==> src/rtl/i2c_len_pkg.sv <==
package i2c_len_pkg;

  // Control bits carried by one register write besides the byte count
  typedef struct packed {
    logic start;
    logic pec;
    logic reload;
    logic auto_end;
  } ctl_t;

endpackage

==> src/rtl/len_wr_port.sv <==
// Accepts a register write, keeps it for WR_LAT cycles, then presents
// it for one cycle as a commit. Further writes wait on wr_ready.
module len_wr_port
  import i2c_len_pkg::*;
#(
  parameter int CNT_W  = 8,
  parameter int WR_LAT = 2
) (
  input  logic             clk,
  input  logic             rst,
  input  logic             wr_en,
  input  logic [CNT_W-1:0] wr_cnt,
  input  ctl_t             wr_ctl,
  output logic             wr_ready,
  output logic             cm_valid,
  output logic [CNT_W-1:0] cm_cnt,
  output ctl_t             cm_ctl
);

  localparam int BW = $clog2(WR_LAT + 1);

  logic [BW-1:0]    busy_q;
  logic [CNT_W-1:0] cnt_q;
  ctl_t             ctl_q;

  always_ff @(posedge clk) begin
    if (rst) begin
      busy_q <= '0;
      cnt_q  <= '0;
      ctl_q  <= '0;
    end else if (busy_q == '0) begin
      if (wr_en) begin
        busy_q <= BW'(WR_LAT);
        cnt_q  <= wr_cnt;
        ctl_q  <= wr_ctl;
      end
    end else begin
      busy_q <= busy_q - 1'b1;
    end
  end

  assign wr_ready = (busy_q == '0);
  assign cm_valid = (busy_q == BW'(1));
  assign cm_cnt   = cnt_q;
  assign cm_ctl   = ctl_q;

  // an accepted write makes the port busy on the next cycle
  a_r2_busy_after_accept: assert property (@(posedge clk) disable iff (rst)
    (wr_en && wr_ready) |=> !wr_ready);

  // after the commit cycle the port is ready again
  a_r2_ready_after_commit: assert property (@(posedge clk) disable iff (rst)
    cm_valid |=> wr_ready);

endmodule

==> src/rtl/len_counter.sv <==
// Byte countdown, end-of-count decision, SCL hold and the flags.
module len_counter
  import i2c_len_pkg::*;
#(
  parameter int CNT_W = 8
) (
  input  logic             clk,
  input  logic             rst,
  input  logic             enable,
  input  logic             slave_mode,
  input  logic             cm_valid,
  input  logic [CNT_W-1:0] cm_cnt,
  input  ctl_t             cm_ctl,
  input  logic             byte_done,
  input  logic             start_done,
  output logic [CNT_W-1:0] cnt_q,
  output logic             auto_q,
  output logic             reload_q,
  output logic             start_q,
  output logic             hold_q,
  output logic             tc_q,
  output logic             tcr_q,
  output logic             stop_q,
  output logic             err_q
);

  localparam logic [CNT_W-1:0] LAST = CNT_W'(1);

  logic [CNT_W-1:0] cnt_n;
  logic             auto_n, reload_n, start_n, hold_n, tc_n, tcr_n, stop_n, err_n;
  logic             count_ok;

  assign count_ok = enable && byte_done && !hold_q && !slave_mode && (cnt_q != '0);

  always_comb begin
    cnt_n    = cnt_q;
    auto_n   = auto_q;
    reload_n = reload_q;
    start_n  = start_q;
    hold_n   = hold_q;
    tc_n     = tc_q;
    tcr_n    = tcr_q;
    err_n    = err_q;
    stop_n   = 1'b0;

    if (cm_valid && !slave_mode) begin
      auto_n   = cm_ctl.auto_end;
      reload_n = cm_ctl.reload;
    end

    if (!enable) begin
      start_n = 1'b0;
      hold_n  = 1'b0;
      tc_n    = 1'b0;
      tcr_n   = 1'b0;
      err_n   = 1'b0;
      if (cm_valid && !slave_mode) cnt_n = cm_cnt;
    end else begin
      if (start_done) start_n = 1'b0;

      if (count_ok) begin
        cnt_n = cnt_q - 1'b1;
        if (cnt_q == LAST) begin
          if (reload_q) begin
            tcr_n  = 1'b1;
            hold_n = 1'b1;
          end else if (auto_q) begin
            stop_n = 1'b1;
          end else begin
            tc_n   = 1'b1;
            hold_n = 1'b1;
          end
        end
      end

      if (cm_valid) begin
        if (!slave_mode) begin
          if (start_q) begin
            err_n = 1'b1;
          end else begin
            cnt_n = cm_cnt;
            if (tcr_n) begin
              tcr_n  = 1'b0;
              hold_n = tc_n;
            end
          end
        end
        if (cm_ctl.start) begin
          start_n = 1'b1;
          tc_n    = 1'b0;
          hold_n  = tcr_n;
        end
      end
    end
  end

  always_ff @(posedge clk) begin
    if (rst) begin
      cnt_q    <= '0;
      auto_q   <= 1'b0;
      reload_q <= 1'b0;
      start_q  <= 1'b0;
      hold_q   <= 1'b0;
      tc_q     <= 1'b0;
      tcr_q    <= 1'b0;
      stop_q   <= 1'b0;
      err_q    <= 1'b0;
    end else begin
      cnt_q    <= cnt_n;
      auto_q   <= auto_n;
      reload_q <= reload_n;
      start_q  <= start_n;
      hold_q   <= hold_n;
      tc_q     <= tc_n;
      tcr_q    <= tcr_n;
      stop_q   <= stop_n;
      err_q    <= err_n;
    end
  end

  // a counted byte lowers the count by exactly one
  a_r3_decrement: assert property (@(posedge clk) disable iff (rst)
    (count_ok && !cm_valid) |=> (cnt_q == CNT_W'($past(cnt_q) - 1'b1)));

  // the STOP request lasts a single cycle
  a_r4_stop_pulse: assert property (@(posedge clk) disable iff (rst)
    stop_q |=> !stop_q);

  // transfer complete always comes with SCL held
  a_r5_tc_holds: assert property (@(posedge clk) disable iff (rst)
    tc_q |-> hold_q);

  // a reload request always comes with SCL held and never with complete
  a_r6_tcr_holds: assert property (@(posedge clk) disable iff (rst)
    tcr_q |-> (hold_q && !tc_q));

  // a write landing while START is pending raises the error flag
  a_r11_blocked_write: assert property (@(posedge clk) disable iff (rst)
    (cm_valid && start_q && enable && !slave_mode) |=> err_q);

  // the count is frozen in slave mode
  a_r12_slave_frozen: assert property (@(posedge clk) disable iff (rst)
    slave_mode |=> $stable(cnt_q));

endmodule

==> src/rtl/len_pec_track.sv <==
// Sticky PEC-byte request: set by software, cleared by hardware events.
module len_pec_track #(
  parameter int CNT_W = 8
) (
  input  logic             clk,
  input  logic             rst,
  input  logic             enable,
  input  logic             set_req,
  input  logic             pec_done,
  input  logic             stop_det,
  input  logic             addr_match,
  input  logic             reload_q,
  input  logic [CNT_W-1:0] cnt_q,
  output logic             pec_q,
  output logic             pec_slot
);

  logic clr;
  assign clr = !enable || pec_done || stop_det || addr_match;

  always_ff @(posedge clk) begin
    if (rst)          pec_q <= 1'b0;
    else if (clr)     pec_q <= 1'b0;
    else if (set_req) pec_q <= 1'b1;
  end

  assign pec_slot = pec_q && !reload_q && (cnt_q == CNT_W'(1));

  // any hardware clear event empties the request
  a_r9_hw_clear: assert property (@(posedge clk) disable iff (rst)
    (!enable || pec_done || stop_det || addr_match) |=> !pec_q);

  // without a clear event the request is never dropped
  a_r8_sticky: assert property (@(posedge clk) disable iff (rst)
    (pec_q && enable && !pec_done && !stop_det && !addr_match) |=> pec_q);

endmodule

==> src/rtl/i2c_len_ctrl.sv <==
module i2c_len_ctrl
  import i2c_len_pkg::*;
#(
  parameter int CNT_W  = 8,
  parameter int WR_LAT = 2
) (
  input  logic             clk,
  input  logic             rst,
  input  logic             enable,
  input  logic             slave_mode,
  input  logic             wr_en,
  input  logic [CNT_W-1:0] wr_cnt,
  input  logic             wr_auto_end,
  input  logic             wr_reload,
  input  logic             wr_pec,
  input  logic             wr_start,
  output logic             wr_ready,
  input  logic             byte_done,
  input  logic             start_done,
  input  logic             pec_done,
  input  logic             stop_det,
  input  logic             addr_match,
  output logic [CNT_W-1:0] cnt_left,
  output logic             auto_end,
  output logic             reload_on,
  output logic             start_pend,
  output logic             pec_req,
  output logic             pec_slot,
  output logic             scl_hold,
  output logic             tc_flag,
  output logic             tcr_flag,
  output logic             stop_req,
  output logic             cnt_err
);

  ctl_t             wr_ctl, cm_ctl;
  logic             cm_valid;
  logic [CNT_W-1:0] cm_cnt;

  assign wr_ctl = '{start: wr_start, pec: wr_pec, reload: wr_reload, auto_end: wr_auto_end};

  len_wr_port #(.CNT_W(CNT_W), .WR_LAT(WR_LAT)) u_port (
    .clk      (clk),
    .rst      (rst),
    .wr_en    (wr_en),
    .wr_cnt   (wr_cnt),
    .wr_ctl   (wr_ctl),
    .wr_ready (wr_ready),
    .cm_valid (cm_valid),
    .cm_cnt   (cm_cnt),
    .cm_ctl   (cm_ctl)
  );

  len_counter #(.CNT_W(CNT_W)) u_cnt (
    .clk        (clk),
    .rst        (rst),
    .enable     (enable),
    .slave_mode (slave_mode),
    .cm_valid   (cm_valid),
    .cm_cnt     (cm_cnt),
    .cm_ctl     (cm_ctl),
    .byte_done  (byte_done),
    .start_done (start_done),
    .cnt_q      (cnt_left),
    .auto_q     (auto_end),
    .reload_q   (reload_on),
    .start_q    (start_pend),
    .hold_q     (scl_hold),
    .tc_q       (tc_flag),
    .tcr_q      (tcr_flag),
    .stop_q     (stop_req),
    .err_q      (cnt_err)
  );

  len_pec_track #(.CNT_W(CNT_W)) u_pec (
    .clk        (clk),
    .rst        (rst),
    .enable     (enable),
    .set_req    (cm_valid && cm_ctl.pec),
    .pec_done   (pec_done),
    .stop_det   (stop_det),
    .addr_match (addr_match),
    .reload_q   (reload_on),
    .cnt_q      (cnt_left),
    .pec_q      (pec_req),
    .pec_slot   (pec_slot)
  );

endmodule

==> config.mk <==
export PLATFORM = sky130hd
export DESIGN_NAME = i2c_len_ctrl
export DESIGN_NICKNAME = d
export VERILOG_FILES = /design/src/rtl/i2c_len_pkg.sv /design/src/rtl/len_wr_port.sv /design/src/rtl/len_counter.sv /design/src/rtl/len_pec_track.sv /design/src/rtl/i2c_len_ctrl.sv
export SDC_FILE = /design/constraint.sdc
export NUM_CORES = 1
export LEC_CHECK = 0
export CAP_MARGIN = 25
export CORE_ASPECT_RATIO = 0.9
export CORE_UTILIZATION = 45
export DETAILED_ROUTE_END_ITERATION = 16
export PLACE_DENSITY = 0.85
export SYNTH_ARGS = -nofsm -noshare
export SYNTH_HDL_FRONTEND = slang
export SYNTH_SLANG_ARGS = --single-unit
==> constraint.sdc <==
create_clock -name clk -period 2.04 [get_ports clk]
set_input_delay 0.204 -clock clk [delete_from_list [all_inputs] [get_ports clk]]
set_output_delay 0.204 -clock clk [all_outputs]
set_load 0.01 [all_outputs]
==> flow_summary.yaml <==
yosys:
  synth-seq-cells: 31
  synth.distinct_cells: 57
  synth_top_cell_area_share: 0.376
  ys.flop_type: "dfxtp_1"
  synth.mux.area_fraction: 0.0250
  netlist_top_cells_area: "dfxtp_1, nand2_1, a21oi_1"
  seq_area_frac_synth: 0.376
  synth_top_area_cell: "dfxtp_1"
  syn-cell-area_um2: 1650
  synth-compound-area-share: 0.174
  synth_adder_area_share: 0.0455
  yosys_warnings: 0
  synth_edf_count: 0
  syn_inst: 199
  synthXorXnorAreaFrac: 0
  synth_top_family_by_area: "simple AND/OR/NAND/NOR gates"
  synthSimpleGateAreaFrac: 0.332
  async_flop_share: 0
  avgSynthCellArea_um2: 8.29
  syn_nets: 227
cts:
  cts.htree.levels: 2
  numCtsBuffers: 5
  clk_pin_slew_worst_paths_ps: 70
  root_buffer: "clkbuf_8"
  clock_latency_ps: 290
  cts_max_path_buffers: 2
  cts_sinks: 31
  cts_tree: "yes"
floorplan:
  rows: 20
  die_x_um: 65.8
  coreArea_um2: 3430
  io_pins: 41
  floorplan.initialDensity: 0.481
  die_h_um: 59.5
  die_area_um2: 3910
min_path:
  hold_path.class: "in -> reg"
  hold_path.startpoint: "wr_auto_end"
finish:
  area_growth_pct: 37.6
  drive_gt1_frac: 0.136
  layout.cells.non_filler: 294
  nNetsFinal: 277
  diodes: 0
drt:
  ant_nets: 0
  routed_wl_mm: 4.31
  vias: 1690
  via_per_inst: 5.75
  wl_per_cell_um: 14.6
  drc_errors: 0
  first_pass_iters: 4
  drt_first_iter_violations: 174
grt:
  met2_usage: 0.359
  overflow: 0
  grt_pass1_wl_mm: 7.15
  met3_usage: 0.0885
  grt_pass1_vias: 1541
  antenna_found_initial: 0
  gr-max-usage-layer: "met2"
  grt_max_degree: 13
  grt_use_total: 0.248
  use_met1: 0.330
critical_path:
  crit_required_ps: 2240
  crit_type: "reg -> reg"
  crit_arrival_ps: 2130
  crit_start: "u_cnt.cnt_q[0]$_SDFFE_PP0P_"
  reg2reg_from: "u_cnt.cnt_q[0]$_SDFFE_PP0P_"
  cp-start-kind: "register"
  regToRegSetupSlack_ps: 110
  cp-end-kind: "register"
  cp_max_fo: 6
timing:
  finClkSkew_ps: 7.80
  fmax_mhz: 519
  fin_crit_sh: 0.944
  maxSlewViolCount: 0
  setup_viol: 0
  grt_setup_unrepaired: "false"
  worst_slack_ps: 114
  final-hold-violation-count: 0
  tightestPinTransition_ps: 415
  slew_headroom: 0.723
  final.min_clock_period_ps: 1930
  fin_setup_tns_ps: 0
placed_design:
  port_buffers: 40
  place_ws_ps: 105
  dp_hpwl_mm: 3.08
  numPlacedInstances: 286
  place_congestion: 0.923
status:
  status: "finished, final reports clean"
flow_run:
  cap_violations: 0
power_and_ir_drop:
  p_leak_uw: 0.000841
  ir_worst_vdd_uv: 466
  power_per_cell_area_nw_per_um2: 751
  power_uw: 1710
-- routing by layer --
layer | vias up | wire length (um)
met1 | 787 | 2020
met5 | - | 0
li1 | 821 | -
met4 | 0 | 44
met2 | 74 | 1900
met3 | 8 | 340
-- sequential cells by signal, summed over array words and instances (netlist names) --
name / count
u_cnt.tc_q: 1
u_cnt.reload_q: 1
u_cnt.auto_q: 1
u_port.busy_q: 2
u_pec.pec_q: 1
u_cnt.hold_q: 1
u_cnt.start_q: 1
u_port.cm_ctl: 4
u_cnt.cnt_q: 8
u_cnt.tcr_q: 1
u_port.cm_cnt: 8
u_cnt.err_q: 1
u_cnt.stop_q: 1
-- Yosys cell counts (2+ instances only) --
| cell type | count |
|---|---|
| a21oi_1 | 19 |
| a22oi_1 | 2 |
| a31oi_1 | 4 |
| and2_1 | 3 |
| and3_1 | 3 |
| and4_1 | 2 |
| buf_1 | 2 |
| buf_2 | 2 |
| buf_4 | 2 |
| clkbuf_1 | 3 |
| dfxtp_1 | 31 |
| ha_1 | 6 |
| inv_1 | 6 |
| mux2i_1 | 3 |
| nand2_1 | 34 |
| nand2b_1 | 4 |
| nand3_1 | 4 |
| nand4_1 | 3 |
| nor2_1 | 15 |
| nor3_1 | 8 |
| nor3b_1 | 3 |
| nor4b_1 | 2 |
| o21ai_1 | 2 |
| o32ai_1 | 2 |
| or4_1 | 2 |
-- placed cells by master, fill, tap and decap left out, types with 3 or more instances in the layout --
cell,synthesis,final
clkdlybuf4s50_1,0,39
nand2_1,34,34
dfxtp_1,31,29
a21oi_1,19,19
nor2_1,15,15
buf_4,2,13
nor3_1,8,8
inv_1,6,5
ha_1,6,5
clkbuf_8,0,5
nand2b_1,4,4
a31oi_1,4,4
nand3_1,4,4
and3_1,3,3
and2_1,3,3
mux2i_1,3,3
nor3b_1,3,3
nand4_1,3,3
-- power by group --
| part | switching (uW) | total [uW] | internal (uW) |
|---|---|---|---|
| clock | 252 | 615 | 363 |
| combinational | 205 | 398 | 192 |
| sequential | 41.9 | 693 | 651 |
| total | 499 | 1710 | 1210 |
-- through the flow --
step | hold slack, ps | util | area [um2]
after global placement | 444 | 0.627 | 2150
after floorplan | 340 | - | 1650
after detailed placement | 447 | 0.627 | 2150
after global routing | 457 | 0.662 | 2270
final | 456 | 0.662 | 2270
after CTS | 446 | 0.661 | 2260
-- what timing repair did --
item,in CTS,in global routing
gates resized for setup,5,1
endpoints found under the setup margin,1,1
hold buffers,0,0
setup buffers,0,0
pin swaps,1,1
hold endpoints to repair,0,0
-- final cells by class --
cell class,count,area (um2)
Tap cell,44,55.1
Clock inverter,3,43.8
Sequential cell,31,623
Inverter,6,22.5
Multi-Input combinational cell,152,961
Timing Repair Buffer,53,497
Clock buffer,5,68.8
Fill cell,306,1160
-- kinds of logic after synthesis --
logic type               Yosys count
AO/OA/AOI/OAI                     44
adder cells (fa/ha/maj)            6
buffers and inverters             16
AND/OR/NAND/NOR                   98
flip-flops                        31
multiplexers                       4
-- critical path, cell delays in order, from the launching register on --
cell and delay [ps]:
dfxtp_2 350, inv_1 140, ha_1 180, or3b_2 500
o211ai_2 200, buf_4 160, nand4_1 90, a31oi_1 220
-- path summary, 6_finish.rpt --
| check | endpoint | cells past startpoint |
|---|---|---|
| max | u_cnt.cnt_q[2]$_SDFFE_PP0P_ | 7 |
| min | u_port.cm_ctl[0]$_SDFFE_PP0P_ | 3 |
| max reg2reg | u_cnt.cnt_q[2]$_SDFFE_PP0P_ | 7 |
| min reg2reg | u_port.cm_cnt[4]$_SDFFE_PP0P_ | 2 |
Power figures use the tool's default switching activity.
